## config.mk

```make
export PLATFORM = sky130hd
export DESIGN_NAME = tok_coh_ctrl
export DESIGN_NICKNAME = d
export VERILOG_FILES = /design/src/rtl/tok_coh_pkg.sv /design/src/rtl/tok_coh_store.sv /design/src/rtl/tok_coh_perm.sv /design/src/rtl/tok_coh_resp.sv /design/src/rtl/tok_coh_ctrl.sv
export SDC_FILE = /design/constraint.sdc
export NUM_CORES = 1
export LEC_CHECK = 0
export ABC_AREA = 1
export BUFFER_PORTS_ARGS = -buffer_cell sky130_fd_sc_hd__buf_4
export CORE_MARGIN = 2
export CORE_UTILIZATION = 45
export DETAILED_ROUTE_END_ITERATION = 7
export SLEW_MARGIN = 20
export SYNTH_ARGS = -nofsm -noshare
export SYNTH_HDL_FRONTEND = slang
export SYNTH_SLANG_ARGS = --single-unit
export TNS_END_PERCENT = 5
```

## constraint.sdc

```tcl
create_clock -name clk -period 3.73 [get_ports clk]
set_input_delay 0.5595 -clock clk [delete_from_list [all_inputs] [get_ports clk]]
set_output_delay 0.5595 -clock clk [all_outputs]
set_load 0.05 [all_outputs]
```

## src/rtl/tok_coh_pkg.sv

```systemverilog
package tok_coh_pkg;

    typedef enum logic [2:0] {
        OP_MSG   = 3'd0,
        OP_RD    = 3'd1,
        OP_WR    = 3'd2,
        OP_RRD   = 3'd3,
        OP_RWR   = 3'd4
    } op_e;

    // tokens handed over for a remote request given the held count
    function automatic int unsigned give_count(input logic is_wr, input int unsigned held);
        if (is_wr)
            return held;
        else if (held > 1)
            return 1;
        else
            return 0;
    endfunction

    function automatic logic read_ok(input int unsigned held, input logic vld);
        return (held != 0) && vld;
    endfunction

    function automatic logic write_ok(input int unsigned held, input int unsigned total);
        return held == total;
    endfunction

endpackage

```

## src/rtl/tok_coh_store.sv

```systemverilog
module tok_coh_store #(
    parameter int NBLK  = 8,
    parameter int TOTAL = 4,
    parameter int DW    = 16,
    localparam int BW   = $clog2(NBLK),
    localparam int TW   = $clog2(TOTAL + 1)
) (
    input  logic          clk,
    input  logic          rst,
    input  logic          in_valid,
    input  logic [BW-1:0] in_blk,
    input  logic [TW-1:0] in_tok,
    input  logic          in_has_data,
    input  logic [DW-1:0] in_data,
    input  logic          take_en,
    input  logic [BW-1:0] take_blk,
    input  logic [TW-1:0] take_tok,
    input  logic          wr_en,
    input  logic [BW-1:0] wr_blk,
    input  logic [DW-1:0] wr_data,
    input  logic [BW-1:0] a_blk,
    output logic [TW-1:0] a_cnt,
    output logic          a_vld,
    output logic [DW-1:0] a_data,
    input  logic [BW-1:0] r_blk,
    output logic [TW-1:0] r_cnt,
    output logic          r_vld,
    output logic [DW-1:0] r_data
);
    logic [TW-1:0] cnt_a [NBLK];
    logic          vld_a [NBLK];
    logic [DW-1:0] dat_a [NBLK];

    for (genvar b = 0; b < NBLK; b++) begin : g_blk
        logic [TW-1:0] cnt_q;
        logic          vld_q;
        logic [DW-1:0] dat_q;
        logic [TW:0]   cnt_n;
        logic          vld_n;
        logic          hit_in, hit_take, hit_wr;

        assign hit_in   = in_valid && (in_blk == BW'(b));
        assign hit_take = take_en && (take_blk == BW'(b));
        assign hit_wr   = wr_en && (wr_blk == BW'(b));

        always_comb begin
            cnt_n = {1'b0, cnt_q};
            if (hit_in)
                cnt_n = cnt_n + {1'b0, in_tok};
            if (hit_take)
                cnt_n = cnt_n - {1'b0, take_tok};
            vld_n = vld_q;
            if (hit_in && in_has_data)
                vld_n = 1'b1;
            if (cnt_n == '0)
                vld_n = 1'b0;
        end

        always_ff @(posedge clk) begin
            if (rst) begin
                cnt_q <= '0;
                vld_q <= 1'b0;
                dat_q <= '0;
            end else begin
                cnt_q <= cnt_n[TW-1:0];
                vld_q <= vld_n;
                if (hit_in && in_has_data)
                    dat_q <= in_data;
                if (hit_wr)
                    dat_q <= wr_data;
            end
        end

        assign cnt_a[b] = cnt_q;
        assign vld_a[b] = vld_q;
        assign dat_a[b] = dat_q;
    end

    assign a_cnt  = cnt_a[a_blk];
    assign a_vld  = vld_a[a_blk];
    assign a_data = dat_a[a_blk];
    assign r_cnt  = cnt_a[r_blk];
    assign r_vld  = vld_a[r_blk];
    assign r_data = dat_a[r_blk];
endmodule

```

## src/rtl/tok_coh_perm.sv

```systemverilog
module tok_coh_perm
    import tok_coh_pkg::*;
#(
    parameter int NBLK  = 8,
    parameter int TOTAL = 4,
    localparam int BW   = $clog2(NBLK),
    localparam int TW   = $clog2(TOTAL + 1)
) (
    input  logic          acc_valid,
    input  logic          acc_write,
    input  logic [BW-1:0] acc_blk,
    input  logic [TW-1:0] a_cnt,
    input  logic          a_vld,
    input  logic          rreq_valid,
    input  logic [BW-1:0] rreq_blk,
    output logic          acc_grant,
    output logic          acc_stall,
    output logic          req_valid,
    output logic          req_write,
    output logic [BW-1:0] req_blk,
    output logic          wr_en
);
    logic clash, enough;

    always_comb begin
        clash  = rreq_valid && (rreq_blk == acc_blk);
        enough = acc_write ? write_ok(int'(a_cnt), TOTAL)
                           : read_ok(int'(a_cnt), a_vld);
        acc_grant = acc_valid && enough && !clash;
        acc_stall = acc_valid && !acc_grant;
        req_valid = acc_valid && !enough && !clash;
        req_write = acc_write;
        req_blk   = acc_blk;
        wr_en     = acc_grant && acc_write;
    end
endmodule

```

## src/rtl/tok_coh_resp.sv

```systemverilog
module tok_coh_resp
    import tok_coh_pkg::*;
#(
    parameter int NBLK  = 8,
    parameter int TOTAL = 4,
    parameter int DW    = 16,
    localparam int BW   = $clog2(NBLK),
    localparam int TW   = $clog2(TOTAL + 1)
) (
    input  logic          clk,
    input  logic          rst,
    input  logic          rreq_valid,
    input  logic          rreq_write,
    input  logic [BW-1:0] rreq_blk,
    input  logic [TW-1:0] r_cnt,
    input  logic          r_vld,
    input  logic [DW-1:0] r_data,
    output logic          take_en,
    output logic [BW-1:0] take_blk,
    output logic [TW-1:0] take_tok,
    output logic          out_valid,
    output logic [BW-1:0] out_blk,
    output logic [TW-1:0] out_tok,
    output logic          out_has_data,
    output logic [DW-1:0] out_data
);
    always_comb begin
        take_tok = TW'(give_count(rreq_write, int'(r_cnt)));
        take_en  = rreq_valid && (take_tok != '0);
        take_blk = rreq_blk;
    end

    always_ff @(posedge clk) begin
        if (rst) begin
            out_valid    <= 1'b0;
            out_blk      <= '0;
            out_tok      <= '0;
            out_has_data <= 1'b0;
            out_data     <= '0;
        end else begin
            out_valid    <= take_en;
            out_blk      <= take_blk;
            out_tok      <= take_en ? take_tok : '0;
            out_has_data <= take_en && r_vld;
            out_data     <= (take_en && r_vld) ? r_data : '0;
        end
    end
endmodule

```

## src/rtl/tok_coh_ctrl.sv

```systemverilog
module tok_coh_ctrl #(
    parameter int NBLK  = 8,
    parameter int TOTAL = 4,
    parameter int DW    = 16,
    localparam int BW   = $clog2(NBLK),
    localparam int TW   = $clog2(TOTAL + 1)
) (
    input  logic          clk,
    input  logic          rst,
    input  logic          acc_valid,
    input  logic          acc_write,
    input  logic [BW-1:0] acc_blk,
    input  logic [DW-1:0] acc_wdata,
    output logic          acc_grant,
    output logic          acc_stall,
    output logic [DW-1:0] acc_rdata,
    output logic          req_valid,
    output logic          req_write,
    output logic [BW-1:0] req_blk,
    input  logic          in_valid,
    input  logic [BW-1:0] in_blk,
    input  logic [TW-1:0] in_tok,
    input  logic          in_has_data,
    input  logic [DW-1:0] in_data,
    input  logic          rreq_valid,
    input  logic          rreq_write,
    input  logic [BW-1:0] rreq_blk,
    output logic          out_valid,
    output logic [BW-1:0] out_blk,
    output logic [TW-1:0] out_tok,
    output logic          out_has_data,
    output logic [DW-1:0] out_data
);
    logic [TW-1:0] acc_cnt, rq_cnt, take_tok;
    logic          acc_vld, rq_vld, take_en, wr_en;
    logic [DW-1:0] rq_data;
    logic [BW-1:0] take_blk;

    tok_coh_store #(.NBLK(NBLK), .TOTAL(TOTAL), .DW(DW)) store_i (
        .clk(clk), .rst(rst),
        .in_valid(in_valid), .in_blk(in_blk), .in_tok(in_tok),
        .in_has_data(in_has_data), .in_data(in_data),
        .take_en(take_en), .take_blk(take_blk), .take_tok(take_tok),
        .wr_en(wr_en), .wr_blk(acc_blk), .wr_data(acc_wdata),
        .a_blk(acc_blk), .a_cnt(acc_cnt), .a_vld(acc_vld), .a_data(acc_rdata),
        .r_blk(rreq_blk), .r_cnt(rq_cnt), .r_vld(rq_vld), .r_data(rq_data)
    );

    tok_coh_perm #(.NBLK(NBLK), .TOTAL(TOTAL)) perm_i (
        .acc_valid(acc_valid), .acc_write(acc_write), .acc_blk(acc_blk),
        .a_cnt(acc_cnt), .a_vld(acc_vld),
        .rreq_valid(rreq_valid), .rreq_blk(rreq_blk),
        .acc_grant(acc_grant), .acc_stall(acc_stall),
        .req_valid(req_valid), .req_write(req_write), .req_blk(req_blk),
        .wr_en(wr_en)
    );

    tok_coh_resp #(.NBLK(NBLK), .TOTAL(TOTAL), .DW(DW)) resp_i (
        .clk(clk), .rst(rst),
        .rreq_valid(rreq_valid), .rreq_write(rreq_write), .rreq_blk(rreq_blk),
        .r_cnt(rq_cnt), .r_vld(rq_vld), .r_data(rq_data),
        .take_en(take_en), .take_blk(take_blk), .take_tok(take_tok),
        .out_valid(out_valid), .out_blk(out_blk), .out_tok(out_tok),
        .out_has_data(out_has_data), .out_data(out_data)
    );
endmodule

```

==> results.cfg <==
[power_and_ir_drop]
combPwrFrac = 0.206
pwr-share-seq = 0.390
fin_total_pwr_uw = 5260
internal-power_uw = 3520
irDropWorstVdd_uv = 338
netSwitchingFraction = 0.330
power.switching_uw = 1740
p_per_area_nw_per_um2 = 345
p_clk_frac = 0.404
power_leakage_uw = 0.00692

[sta]
setup_violations = 0
fin_skew_ns = 0.0176
fin_tns_setup_ns = 0
slew_violations = 0
finalCritPeriodShare = 0.832
holdWs_ns = 0.449
period_needed_ns = 3.10
worst_pin_slew_ns = 0.766
rsz0062_at_grt = false
fmax_mhz = 322
slew_headroom = 0.489
hold_viol = 0
setup_slack_ns = 0.626

[grt]
grt_overflow = 0
grt_use_total = 0.387
grt_max_degree = 137
antenna_found_initial = 0
grt_pass1_vias = 14408
grt_pass1_wl_um = 90100

[floorplanning]
dieArea_um2 = 31500
die_y_um = 177
coreArea_um2 = 29600
io_pins = 99
die_x_um = 177
start_util = 0.456
fp-row-count = 63

[yosys]
synth_edf_count = 0
synthSimpleGateAreaFrac = 0.411
ys_warn_count = 0
synth-xor-area-share = 0.00842
synthFlopType = dfxtp_1
synth-compound-area-share = 0.131
postSynthCellCount = 2263
synth.avg_cell_area_um2 = 5.98
synth_top_family_by_area = simple AND/OR/NAND/NOR gates
postSynth.asyncResetShare = 0
netlist_area_um2 = 13500
yosysSeqAreaShare = 0.272
ys_types = 42
synthAdderAreaFrac = 0.0498
ys_seq_elements = 184
synthMuxAreaShare = 0.00148
syn_nets = 2364

[critical_path]
path_class = reg2out
cp-start-kind = register
crit_path_frequent_cell = nand2_1
cp.required_ns = 3.17
path_buf_inv = 3
crit_chain = inv_1, nand2_1, a21oi_1, nand3_1, nand2_1, nand2_1, nand3_2, nor2_4, buf_12, buf_4
crit_family = simple AND/OR/NAND/NOR gates
max_stage_delay_ns = 0.51
cpMaxStageDelayCell = dfxtp_1
cp_data_arrival_time_ns = 2.54
cp-end-kind = output port
cp_max_fo = 44

[finish]
area.growth.synth_to_final_pct = 12.8
final_cell_area_um2 = 15300
diodes = 0
nNetsFinal = 2412
fill_cells = 3176
layout-drive-gt1-share = 0.0964

[job]
drv_cap = 0

[placed_design]
dp_slack_ns = 0.576
gp_congestion = 1.04
placed_area_um2 = 14600
dp_hpwl_um = 41900
io_buffers = 98

[detailed_routing]
dr.pass1.iters = 6
wire_per_inst_um = 22.4
drt-vias-per-instance = 5.89
ant_nets = 0
vias = 15996
drt-total-wl_um = 60700
drc = 0
drt_iter0_drc = 1990

[cts]
cts.repair.resized = 0
clockRootBuffer = clkbuf_16
cts_hold_buffers = 0
clk_latency_ns = 0.47
cts_max_path_buffers = 2
cts_setup_buffers = 0
clock_sinks = 184
cts_tree = yes
cts_htree_levels = 4
numCtsBuffers = 17
path_clk_slew_ns = 0.07

[hold_path]
min_path_type = in2reg

[outcome]
status = complete, no violations
## cell usage after synthesis (all sizes together) (8+ instances only)
cell / instances / area [um^2]
a21oi: 98 / 490
a221oi: 13 / 114
a31oi: 9 / 56.3
buf: 44 / 320
clkbuf: 88 / 332
clkinv: 8 / 30.0
dfxtp: 184 / 3680
fa: 8 / 160
ha: 41 / 513
inv: 271 / 1020
nand2: 620 / 2340
nand3: 117 / 693
nand4: 154 / 963
nor2: 399 / 1530
o2111ai: 12 / 105
o21ai: 103 / 515
o22ai: 62 / 388
xor2: 10 / 87.6
## power groups by stage
| stage | sequential [uW] | combinational (uW) | clock (uW) |
|---|---|---|---|
| 2_1_floorplan | 2090 | 660 | 0 |
| 3_3_place_gp | 2100 | 1040 | 0 |
| 3_5_place_dp | 2100 | 1040 | 0 |
| 4_1_cts | 2050 | 1050 | 2140 |
| 5_1_grt | 2060 | 1170 | 2210 |
| 6_report | 2050 | 1080 | 2130 |
## metal layers
metal  up-vias  part of all wire  wire length (um)  track usage
met4         0             0.037              2270        0.142
met2      1011              0.40             24300        0.546
met5         -                 0                 0       0.0128
met3       159              0.13              7820        0.110
li1       7465                 -                 -            -
met1      7361              0.43             26300        0.553
## logic make-up after synthesis
group / after synthesis
AO/OA/AOI/OAI: 310
XOR/XNOR: 13
adder cells (fa/ha/maj): 49
buffers and inverters: 411
flip-flops: 184
multiplexers: 2
AND/OR/NAND/NOR: 1294
## stage by stage
step | util | cells
after floorplan | - | 2263
after global placement | 0.492 | 2682
after detailed placement | 0.492 | 2682
after CTS | 0.515 | 2714
after global routing | 0.515 | 2714
final | 0.515 | 2714
## worst register-to-register path, delay by kind of cell, from the launching register on
family,cells,cell delay (ns)
AO/OA/AOI/OAI,3,0.62
adder cells (fa/ha/maj),2,0.39
buffers and inverters,4,0.52
flip-flops,1,0.46
AND/OR/NAND/NOR,9,0.75
## cell type report
type                            instances  area [um^2]  share of cell area
Multi-Input combinational cell       1668         8140               0.534
Timing Repair Buffer                  161         1230              0.0809
Inverter                              279         1050              0.0688
Clock inverter                         14          219              0.0144
Tap cell                              390          488              0.0320
Sequential cell                       184         3680               0.242
Clock buffer                           18          439              0.0288
## path summary, 6_finish.rpt
| path | cells past startpoint | to | start | slack, ns |
|---|---|---|---|---|
| worst max-delay path | 10 | acc_grant | store_i.g_blk[3].cnt_q[1] | 0.63 |
| worst min-delay path | 3 | resp_i.out_blk[1] | rreq_blk[1] | 0.45 |
| worst max register to register | 18 | store_i.g_blk[7].vld_q | store_i.g_blk[0].cnt_q[0] | 0.88 |
| worst min register to register | 2 | store_i.g_blk[7].dat_q[15] | store_i.g_blk[7].dat_q[15] | 0.49 |
## registers in the layout, indices dropped and copies added, names as in the netlist
signal	cells
store_i.g_blk.dat_q	128
store_i.g_blk.cnt_q	24
resp_i.out_data	16
resp_i.out_blk	3
resp_i.out_has_data	1
resp_i.out_tok	3
resp_i.out_valid	1
store_i.g_blk.vld_q	8
## cells in the final DEF (no fill, tap or decap), types with 62 or more instances in the layout
| cell | n |
|---|---|
| dfxtp_1 | 184 |
| nand4_1 | 154 |
| inv_1 | 264 |
| nand3_1 | 106 |
| o22ai_1 | 62 |
| nor2_1 | 392 |
| buf_4 | 159 |
| o21ai_0 | 102 |
| nand2_1 | 615 |
| a21oi_1 | 98 |
Note: power is estimated with default switching activity, not from simulation.
